==> src/rtl/rdbw_pkg.sv <==
package rdbw_pkg;
  typedef enum int unsigned {
    C_CYC   = 0,
    C_BUSY  = 1,
    C_IDLE  = 2,
    C_PEAK  = 3,
    C_XACT  = 4,
    C_USE   = 5,
    C_WASTE = 6,
    C_ADDR  = 7,
    C_DSUM  = 8
  } cnt_idx_e;

  localparam int unsigned N_CNT = 9;

  function automatic int unsigned max3(input int unsigned a, input int unsigned b,
                                       input int unsigned c);
    int unsigned m;
    m = (a > b) ? a : b;
    return (m > c) ? m : c;
  endfunction
endpackage

==> src/rtl/rdbw_sat_cnt.sv <==
module rdbw_sat_cnt #(
  parameter int unsigned CNT_W = 48,
  parameter int unsigned INC_W = 16
) (
  input  logic             clk,
  input  logic             rst_n,
  input  logic             clr,
  input  logic             en,
  input  logic [INC_W-1:0] inc,
  output logic [CNT_W-1:0] cnt
);
  localparam int unsigned SUM_W = ((CNT_W > INC_W) ? CNT_W : INC_W) + 1;
  localparam logic [SUM_W-1:0] TOP = SUM_W'({CNT_W{1'b1}});

  logic [SUM_W-1:0] sum;

  always_comb sum = SUM_W'(cnt) + SUM_W'(inc);

  always_ff @(posedge clk or negedge rst_n) begin
    if (!rst_n)   cnt <= '0;
    else if (clr) cnt <= '0;
    else if (en)  cnt <= (sum > TOP) ? {CNT_W{1'b1}} : sum[CNT_W-1:0];
  end

  AST_SAT_NO_WRAP: assert property (@(posedge clk) disable iff (!rst_n)
    (!clr && en) |=> (cnt >= $past(cnt)));
  AST_HOLD_CLOSED: assert property (@(posedge clk) disable iff (!rst_n)
    (!clr && !en) |=> $stable(cnt));
endmodule

==> src/rtl/rdbw_size_fifo.sv <==
module rdbw_size_fifo #(
  parameter int unsigned DEPTH = 16,
  parameter int unsigned W     = 3
) (
  input  logic         clk,
  input  logic         rst_n,
  input  logic         push,
  input  logic [W-1:0] din,
  input  logic         pop,
  output logic [W-1:0] dout,
  output logic         empty,
  output logic         ovf
);
  localparam int unsigned AW = (DEPTH > 1) ? $clog2(DEPTH) : 1;
  localparam int unsigned CW = AW + 1;

  logic [W-1:0]  mem [DEPTH];
  logic [AW-1:0] wptr, rptr;
  logic [CW-1:0] count;
  logic          full, do_pop, do_push;

  always_comb begin
    empty   = (count == '0);
    full    = (count == CW'(DEPTH));
    do_pop  = pop && !empty;
    do_push = push && (!full || do_pop);
    ovf     = push && full && !do_pop;
    dout    = mem[rptr];
  end

  always_ff @(posedge clk or negedge rst_n) begin
    if (!rst_n) begin
      wptr  <= '0;
      rptr  <= '0;
      count <= '0;
    end else begin
      if (do_push) wptr <= (wptr == AW'(DEPTH - 1)) ? '0 : wptr + 1'b1;
      if (do_pop)  rptr <= (rptr == AW'(DEPTH - 1)) ? '0 : rptr + 1'b1;
      count <= count + CW'(do_push) - CW'(do_pop);
    end
  end

  always_ff @(posedge clk) begin
    if (do_push) mem[wptr] <= din;
  end

  always @(posedge clk) begin
    if (rst_n) AST_FIFO_BOUND: assert (count <= CW'(DEPTH));
  end
endmodule

==> src/rtl/rdbw_depth_track.sv <==
module rdbw_depth_track #(
  parameter int unsigned DEPTH_W = 8
) (
  input  logic               clk,
  input  logic               rst_n,
  input  logic               up,
  input  logic               down,
  output logic [DEPTH_W-1:0] depth,
  output logic               underflow
);
  localparam logic [DEPTH_W-1:0] DMAX = {DEPTH_W{1'b1}};

  always_comb underflow = down && (depth == '0);

  always_ff @(posedge clk or negedge rst_n) begin
    if (!rst_n) depth <= '0;
    else if (up && !down && depth != DMAX) depth <= depth + 1'b1;
    else if (down && !up && depth != '0)   depth <= depth - 1'b1;
  end

  AST_DEPTH_BOTH: assert property (@(posedge clk) disable iff (!rst_n)
    (up && down) |=> $stable(depth));
  AST_DEPTH_RISE: assert property (@(posedge clk) disable iff (!rst_n)
    (up && !down && depth != DMAX) |=> (depth == $past(depth) + 1'b1));
endmodule

==> src/rtl/rdbw_monitor.sv <==
module rdbw_monitor
  import rdbw_pkg::*;
#(
  parameter int unsigned DATA_BYTES = 16,
  parameter int unsigned CNT_W      = 48,
  parameter int unsigned LEN_W      = 8,
  parameter int unsigned SIZE_W     = 3,
  parameter int unsigned FIFO_DEPTH = 16,
  parameter int unsigned DEPTH_W    = 8
) (
  input  logic               clk,
  input  logic               rst_n,
  input  logic               win_start,
  input  logic               win_stop,
  input  logic               ar_valid,
  input  logic               ar_ready,
  input  logic [LEN_W-1:0]   ar_len,
  input  logic [SIZE_W-1:0]  ar_size,
  input  logic               r_valid,
  input  logic               r_ready,
  input  logic               r_last,
  output logic               win_open,
  output logic [CNT_W-1:0]   cyc_cnt,
  output logic [CNT_W-1:0]   busy_cnt,
  output logic [CNT_W-1:0]   idle_cnt,
  output logic [CNT_W-1:0]   peak_bytes,
  output logic [CNT_W-1:0]   xact_bytes,
  output logic [CNT_W-1:0]   useful_bytes,
  output logic [CNT_W-1:0]   waste_bytes,
  output logic [CNT_W-1:0]   addr_cnt,
  output logic [CNT_W-1:0]   depth_sum,
  output logic [DEPTH_W-1:0] depth,
  output logic               err_flag
);
  localparam int unsigned FULL_SIZE = $clog2(DATA_BYTES);
  localparam int unsigned BB_W      = LEN_W + 1 + (1 << SIZE_W) - 1;
  localparam int unsigned DB_W      = FULL_SIZE + 1;
  localparam int unsigned INC_W     = max3(BB_W, DB_W, DEPTH_W);

  logic ar_hs, r_hs, last_hs, count_en;
  logic head_empty, q_ovf, d_under;
  logic [SIZE_W-1:0] head_size;
  logic [INC_W-1:0]  burst_bytes, beat_use;
  logic [N_CNT-1:0][INC_W-1:0] inc_vec;
  logic [N_CNT-1:0][CNT_W-1:0] cnt_vec;

  always_comb begin
    ar_hs    = ar_valid && ar_ready;
    r_hs     = r_valid && r_ready;
    last_hs  = r_hs && r_last;
    count_en = win_open && !win_start && !win_stop;
    burst_bytes = (INC_W'(ar_len) + INC_W'(1)) << ar_size;
    if (head_empty || int'(head_size) >= int'(FULL_SIZE)) beat_use = INC_W'(DATA_BYTES);
    else                                                   beat_use = INC_W'(1) << head_size;
  end

  always_comb begin
    inc_vec          = '0;
    inc_vec[C_CYC]   = INC_W'(1);
    inc_vec[C_BUSY]  = INC_W'(r_hs);
    inc_vec[C_IDLE]  = INC_W'(!r_hs);
    inc_vec[C_PEAK]  = INC_W'(DATA_BYTES);
    inc_vec[C_XACT]  = ar_hs ? burst_bytes : '0;
    inc_vec[C_USE]   = r_hs ? beat_use : '0;
    inc_vec[C_WASTE] = r_hs ? (INC_W'(DATA_BYTES) - beat_use) : '0;
    inc_vec[C_ADDR]  = INC_W'(ar_hs);
    inc_vec[C_DSUM]  = INC_W'(depth);
  end

  for (genvar g = 0; g < N_CNT; g++) begin : g_cnt
    rdbw_sat_cnt #(.CNT_W(CNT_W), .INC_W(INC_W)) u_cnt (
      .clk(clk), .rst_n(rst_n), .clr(win_start), .en(count_en),
      .inc(inc_vec[g]), .cnt(cnt_vec[g])
    );
  end

  rdbw_size_fifo #(.DEPTH(FIFO_DEPTH), .W(SIZE_W)) u_sizes (
    .clk(clk), .rst_n(rst_n), .push(ar_hs), .din(ar_size), .pop(last_hs),
    .dout(head_size), .empty(head_empty), .ovf(q_ovf)
  );

  rdbw_depth_track #(.DEPTH_W(DEPTH_W)) u_depth (
    .clk(clk), .rst_n(rst_n), .up(ar_hs), .down(last_hs),
    .depth(depth), .underflow(d_under)
  );

  always_ff @(posedge clk or negedge rst_n) begin
    if (!rst_n) begin
      win_open <= 1'b0;
      err_flag <= 1'b0;
    end else begin
      if (win_start)     win_open <= 1'b1;
      else if (win_stop) win_open <= 1'b0;
      if (q_ovf || d_under) err_flag <= 1'b1;
    end
  end

  always_comb begin
    cyc_cnt      = cnt_vec[C_CYC];
    busy_cnt     = cnt_vec[C_BUSY];
    idle_cnt     = cnt_vec[C_IDLE];
    peak_bytes   = cnt_vec[C_PEAK];
    xact_bytes   = cnt_vec[C_XACT];
    useful_bytes = cnt_vec[C_USE];
    waste_bytes  = cnt_vec[C_WASTE];
    addr_cnt     = cnt_vec[C_ADDR];
    depth_sum    = cnt_vec[C_DSUM];
  end

  AST_ERR_STICKY: assert property (@(posedge clk) disable iff (!rst_n)
    err_flag |=> err_flag);
  AST_START_CLEARS: assert property (@(posedge clk) disable iff (!rst_n)
    win_start |=> (win_open && cyc_cnt == '0 && useful_bytes == '0));
  AST_STOP_CLOSES: assert property (@(posedge clk) disable iff (!rst_n)
    (win_stop && !win_start) |=> !win_open);
endmodule

==> config.mk <==
export PLATFORM = sky130hd
export DESIGN_NAME = rdbw_monitor
export DESIGN_NICKNAME = d
export VERILOG_FILES = /design/src/rtl/rdbw_pkg.sv /design/src/rtl/rdbw_sat_cnt.sv /design/src/rtl/rdbw_size_fifo.sv /design/src/rtl/rdbw_depth_track.sv /design/src/rtl/rdbw_monitor.sv
export SDC_FILE = /design/constraint.sdc
export NUM_CORES = 1
export LEC_CHECK = 0
export BUFFER_PORTS_ARGS = -buffer_cell sky130_fd_sc_hd__buf_2
export CORE_MARGIN = 3
export CORE_UTILIZATION = 40
export CTS_CLUSTER_DIAMETER = 120
export DETAILED_ROUTE_END_ITERATION = 6
export PLACE_DENSITY = 0.65
export SLEW_MARGIN = 20
export SYNTH_ARGS = -nofsm -noshare
export SYNTH_HDL_FRONTEND = slang
export SYNTH_SLANG_ARGS = --single-unit
==> constraint.sdc <==
create_clock -name clk -period 5.43 [get_ports clk]
set_input_delay 0 -clock clk [delete_from_list [all_inputs] [get_ports clk]]
set_output_delay 0 -clock clk [all_outputs]
set_load 0.02 [all_outputs]
Word level (Yosys, flattened, before mapping)
Memory sizes are Yosys's and may differ from the RTL's.
Cells that the tools add are included.
Storage, ports and cells
  register bits after elaboration: 455
  bits in writable memories: 48
  bits of input ports: 20
  output and inout port bits: 442
  logic and storage cells: 119
  memories: 1
Cells by class
  add/sub/neg operators: 17
  magnitude comparators: 10
  equality and inequality tests: 4
  shifts and indexed selects: 2
  muxes and demuxes: 39
  reductions and logical operators: 31
Memory list
  u_sizes.mem: words 16, bits a word 3, rd ports 1, clocked after memory_dff 0, write ports 1, RTL line rdbw_size_fifo.sv:17  | logic [W-1:0] mem [DEPTH];
Operators by type and width (number)
  $mux W48: 27
  $gt A49 B48 Y1 const B: 9
  $add A48 B1 Y49: 3
  $add A48 B16 Y49: 3
  $mux W16: 4
  $add A48 B1 Y49 const B: 1
  $add A48 B5 Y49 const B: 1
  $add A48 B8 Y49: 1
  $mux W8: 2
  $shl A1 B3 Y16 const A: 1
  $shl A9 B3 Y16: 1
  $sub A5 B16 Y16 const A: 1
  $logic_and A1 B1 Y1: 14
  $add A8 B1 Y9 const B: 1
  $add A4 B1 Y4 const B: 2
  $add A8 B1 Y8 const B: 1
  $eq A4 B4 Y1 const B: 2
  $logic_not A1 Y1: 8
  $logic_not A8 Y1: 1
  $mux W4: 2
  $ne A8 B8 Y1 const B: 1
  $reduce_bool A8 Y1: 1
  $sub A8 B1 Y8 const B: 1
  $reduce_bool A2 Y1: 3
  7 further kinds: 12

Depth between registers and ports, before layout
An unclocked memory read counts as a cell.
  word-level depth: 11
  gate-level depth with buffers: 22
  mapped depth without buffers: 20

Cells and area by module
A second synthesis with hierarchy kept.
Second synthesis, totals
  cell total of the unflattened synthesis: 3818
  area total of the unflattened synthesis: 35386.4 um^2
By module, submodules not included
  rdbw_sat_cnt at g_cnt[0].u_cnt ...: instances 7, cells an instance 375, area each 3437.0 um^2, sequential area each 1201.2 um^2
  rdbw_sat_cnt at g_cnt[5].u_cnt: instances 1, cells an instance 404, area each 3582.2 um^2, sequential area each 1201.2 um^2
  rdbw_sat_cnt at g_cnt[4].u_cnt: instances 1, cells an instance 402, area each 3447.1 um^2, sequential area each 1201.2 um^2
  rdbw_size_fifo: instances 1, cells an instance 184, area each 2737.6 um^2, sequential area each 1766.7 um^2
  rdbw_monitor: instances 1, cells an instance 130, area each 815.8 um^2, sequential area each 50.0 um^2
  rdbw_depth_track: instances 1, cells an instance 73, area each 744.5 um^2, sequential area each 200.2 um^2

Least setup slack after synthesis
Ideal clock, no wire load.
  path type: reg-to-reg
  start point: reg u_sizes.rptr[0]
  end point: reg g_cnt[6].u_cnt.cnt[28]
  library setup time: 0.132 ns
  data arrival time: 5.069 ns
  data required time: 5.298 ns
  path slack: 0.229 ns
  stages on the path, launching flop included: 23
  path buffers: 3
  clock period less this slack: 5.201 ns
  path through: dfrtp_1 > clkbuf_1 > clkbuf_1 > mux2i_1 > a31oi_1 > o21ai_0 > nand2_1 > nor3_1 > nand3_1 > ha_1 > and3_1 > inv_1 > fa_1 > nor2b_1 > o21a_1 > o21ai_0 > a311o_1 > a21oi_1 > o211ai_1 > clkbuf_1 > nor4_1 > mux2i_1 > nor2_1
On the way
  word-level cells in the longest chain between the ends: 11
  elaborated cells on any way between the ends: 12
  those cells by class: 2 x add/sub; 2 x order compare; 1 x shift; 5 x mux; 1 x reduce/logical; 1 x memory
Ends and longest elaborated chain
  from (decl): RTL line rdbw_size_fifo.sv:18  | logic [AW-1:0] wptr, rptr;
  from (signal assigned): RTL line rdbw_size_fifo.sv:38  | if (do_pop) rptr <= (rptr == AW'(DEPTH - 1)) ? '0 : rptr + 1'b1;
  $mem_v2 Z16 W3 *
  $ge A3 B3 Y1: RTL line rdbw_monitor.sv:53  | if (head_empty || int'(head_size) >= int'(FULL_SIZE)) beat_use = INC_W'(DATA_BYTES);
  $logic_or A1 B1 Y1: RTL line rdbw_monitor.sv:53
  $mux W16 *: RTL line rdbw_monitor.sv:53
  $sub A5 B16 Y16 *: RTL line rdbw_monitor.sv:65  | inc_vec[C_WASTE] = r_hs ? (INC_W'(DATA_BYTES) - beat_use) : '0;
  $mux W16 *: RTL line rdbw_monitor.sv:65
  $add A48 B16 Y49 *: RTL line rdbw_sat_cnt.sv:17  | always_comb sum = SUM_W'(cnt) + SUM_W'(inc);
  $gt A49 B48 Y1: RTL line rdbw_sat_cnt.sv:22  | else if (en) cnt <= (sum > TOP) ? {CNT_W{1'b1}} : sum[CNT_W-1:0];
  $mux W48 * (2 in series): RTL line rdbw_sat_cnt.sv:22
  $mux W48 *: RTL line rdbw_sat_cnt.sv:21  | else if (clr) cnt <= '0;
  to (signal assigned): RTL line rdbw_sat_cnt.sv:22
  to (decl): RTL line rdbw_sat_cnt.sv:10  | output logic [CNT_W-1:0] cnt
Mark *: on every way between the ends. The rest lies on a longest branch, timed or not. The select of a mux whose other input is x is not followed.
A chain may end at the register's enable or synchronous reset.

Worst setup path in the final report
  start point: reg u_sizes.rptr[0]
  end point: reg g_cnt[6].u_cnt.cnt[40]
Same word-level chain as after synthesis.

==> impl_metrics.csv <==
group,metric,value,unit
outcome,status,"finished clean",
synth,seq_area_frac_synth,42.64,%
timing,finalCriticalPeriod,5.071,ns
finish,area_growth,17.80,%
worst_setup_path,crit_cells,19,
synth,synth_common_cells,"452 x dfrtp_1, 330 x o21ai_0, 288 x nand2_1",
power,peakVddDrop,0.2933,mV
global_routing,grt_pass1_wl,154.6,mm
floorplan,initial_core_util,40.72,%
finish,layout-drive-gt1-share,17.32,%
worst_hold_path,hold_path_end,"g_cnt[6].u_cnt.cnt[1]",
power,switching_share,29.81,%
synth,synth_top_flop_cell,"dfrtp_1",
worst_hold_path,holdCritStartpoint,"r_ready",
power,p_leak,0.01582,µW
detailed_routing,drt-total-wl,98.26,mm
clocking,cts_sinks,500,
clocking,cts_tree,"yes",
power,sequentialPowerShare,40.9,%
timing,clock.fmax,197.2,MHz
power,pwr-share-clk,40.4,%
synth,synth_edf_count,48,
worst_setup_path,arrival,5.54,ns
timing,period_share,93.39,%
placement,dpl_cell_area,33130,µm²
power,power_switching,3007,µW
worst_hold_path,hp-class,"primary input to register",
worst_setup_path,cp_max_fo,10,
placement,place_congestion,0.8893,
power,p_per_area,286.2,nW/µm²
synth,yosys_warnings,0,
worst_setup_path,r2r_cells,19,
worst_setup_path,cpPeakStageDelay,0.51,ns
clocking,path_clk_slew,0.06,ns
clocking,clock_latency,0.63,ns
finish,finalInstanceArea,35230,µm²
floorplan,core-area,73450,µm²
synth,asyncSetResetFlopFracSynth,90.40,%
synth,netlist_area,29910,µm²
global_routing,grt_max_degree,167,
timing,rsz0062_at_grt,"false",
synth,yosysUniqueCellTypes,82,
synth,yosysTopAreaCell,"dfrtp_1",
detailed_routing,drtIter0Drc,2556,
global_routing,grt_overflow_total,0,
job,max-cap-violations,0,
detailed_routing,vias_per_cell,5.884,
detailed_routing,vias,28330,
synth,synth_seq_cells,500,
finish,antennaDiodeCount,0,
worst_setup_path,crit_family,"multiplexers",
floorplan,fp-row-count,99,
floorplan,die_h,279.5,µm
global_routing,antenna_found_initial,0,
detailed_routing,dr.pass1.iters,5,
worst_setup_path,r2r_setup_slack,0.36,ns
timing,whs,0.1084,ns
clocking,numCtsBuffers,59,
worst_hold_path,holdPathStages,5,
clocking,clockBufferDepth,3,
floorplan,die-area,78090,µm²
timing,finalSetupViolations,0,
detailed_routing,wl_per_cell,20.41,µm
worst_setup_path,crit_chain,"buf_4, mux4_2, mux4_2, nor3_1, nand3_1, ha_1, and3_1, inv_1, fa_1, nor2b_1, o21a_1, o21ai_0, a311o_1, a21oi_1, o211ai_1, buf_4, nor4_1, mux2i_1, nor2_1",
worst_setup_path,worst-path-buf-inv,3,
worst_setup_path,path_class,"register to register",
timing,setup_tns,0,ns
floorplan,die_x,279.5,µm
finish,fin_nets,3914,
timing,worstMarginPinSlew,1.132,ns
power,intPower,7078,µW
worst_setup_path,cp.required,5.90,ns
synth,synth_area_per_cell,8.735,µm²
synth,yosys-top-cells-area,"dfrtp_1 38%, o21ai_0 5.5%, edfxtp_1 4.8%",
worst_setup_path,cp-startpoint,"u_sizes.rptr[0]",
clocking,htree_levels,2,
timing,hold_viol_final,0,
floorplan,io_pins,462,
detailed_routing,drcViolationCount,0,
detailed_routing,ant_nets,0,
synth,synth_top_area_share,37.82,%
worst_setup_path,r2r_start,"u_sizes.rptr[0]",
global_routing,grt_use_total,24.30,%
timing,fin_skew,0.02840,ns
synth,synthCells,3424,
worst_setup_path,end_kind,"register",
worst_setup_path,critical_path.slowest_cell,"mux4_2",
global_routing,grt_pass1_vias,26290,
synth,synth_most_common_cell,"dfrtp_1",
placement,io_buffers,461,
power,pwr-share-comb,18.8,%
timing,relSlewSlack,24.54,%
clocking,ctsRootBufferMaster,"clkbuf_16",
worst_setup_path,r2r_end,"g_cnt[6].u_cnt.cnt[40]",
worst_setup_path,critPathLaunchType,"register",
timing,drv_slew,0,
placement,post-dp-hpwl,68.03,mm
[flip-flops by register name, summed over array words and instances (netlist names)]
register and flops:
win_open 1, u_sizes.rptr 4, g_cnt.u_cnt.cnt 429, u_sizes.count 5, err_flag 1, u_sizes.mem 48
u_depth.depth 8, u_sizes.wptr 4
[power by group through the flow]
stage	Clock [µW]	Sequential, µW	Combinational, µW
after floorplan	0	4230	1220
after global placement	0	4200	1810
after detailed placement	0	4200	1850
after CTS	4170	4130	1870
after global routing	4320	4150	2110
final	4070	4120	1890
[worst max-delay path by stage]
stage	slack [ns]	to
floorplan	0.23	g_cnt[6].u_cnt.cnt[28]
global placement	0.17	g_cnt[6].u_cnt.cnt[42]
detailed placement	0.008	g_cnt[6].u_cnt.cnt[42]
CTS	0.17	g_cnt[6].u_cnt.cnt[42]
global route	0.03	g_cnt[6].u_cnt.cnt[28]
finish	0.36	g_cnt[6].u_cnt.cnt[40]
[worst reg2reg max path, stage by stage (launching register included)]
cell      delay [ns]
dfrtp_2         0.42
buf_4           0.17
mux4_2          0.50
mux4_2          0.51
nor3_1          0.21
nand3_1         0.12
ha_1            0.29
and3_1          0.17
inv_1           0.06
fa_1            0.43
nor2b_1         0.12
o21a_1          0.14
o21ai_0         0.13
a311o_1         0.39
a21oi_1         0.21
o211ai_1        0.20
buf_4           0.24
nor4_1          0.34
mux2i_1         0.24
nor2_1          0.05
[repair_timing]
item | 4_1_cts | 5_1_grt
hold endpoints to repair | 231 | 0
hold buffers | 9 | 0
endpoints found under the setup margin | 2 | 27
resized for setup | 1 | 4
setup buffers | 0 | 3
[cell type report]
cell class / instances / area [µm²]
Tap cell: 959 / 1200
Timing Repair Buffer: 516 / 2843
Clock inverter: 23 / 256.5
Clock buffer: 84 / 1710
Fill cell: 7088 / 38220
Inverter: 77 / 294.0
Sequential cell: 500 / 12750
Multi-Input combinational cell: 2656 / 16170
[through the flow]
step	util, %	std cells	power, µW	setup WS, ns
2_1_floorplan	-	3431	5448	0.2289
3_3_place_gp	45.10	4696	6005	0.1726
3_5_place_dp	45.10	4696	6046	0.007890
4_1_cts	47.93	4812	10170	0.1742
5_1_grt	47.97	4815	10570	0.02763
6_report	47.97	4815	10080	0.3589
[metal layers]
layer  vias up  routed length (µm)  global-route usage (%)
met3       142                7549                   4.909
met4         0                3179                   7.797
met1     13710               44080                   34.69
li1      13510                   -                       -
met5         -                   0                       0
met2       972               43450                   37.09
[cells by family (layout without fill, tap and decap cells)]
| group | after synthesis | count (layout) | synth area share (%) |
|---|---|---|---|
| adders and majority gates | 84 | 84 | 3.665 |
| xor gates and xnor gates | 125 | 125 | 3.660 |
| buffers and inverters | 275 | 700 | 3.535 |
| DFF | 500 | 500 | 42.64 |
| AOI/OAI and AO/OA | 997 | 997 | 20.32 |
| other | 2 | 9 | 0.02511 |
| muxes | 84 | 84 | 3.234 |
| and+or+nand+nor | 1357 | 1357 | 22.92 |
[placed cells by master (no fill, tap or decap), drive strengths merged, types with 12 or more instances in the layout]
master	netlist	final
a21oi	285	285
clkbuf	177	84
a311oi	57	57
o21bai	16	16
a41oi	12	12
nor2	284	284
and4	39	39
inv	77	81
and3	123	123
a211oi	55	55
ha	78	78
buf	21	508
nor4	43	43
clkinv	0	13
nand2b	19	19
xnor2	70	70
a21o	35	35
and2	53	53
nand3	201	201
nand4	84	84
o21ai	331	331
nor2b	16	16
edfxtp	48	48
nand2	288	288
dfrtp	452	452
o211a	12	12
nor3	154	154
a31oi	92	92
xor2	55	55
mux2i	64	64
No activity file was read; power rests on OpenSTA's default activity.
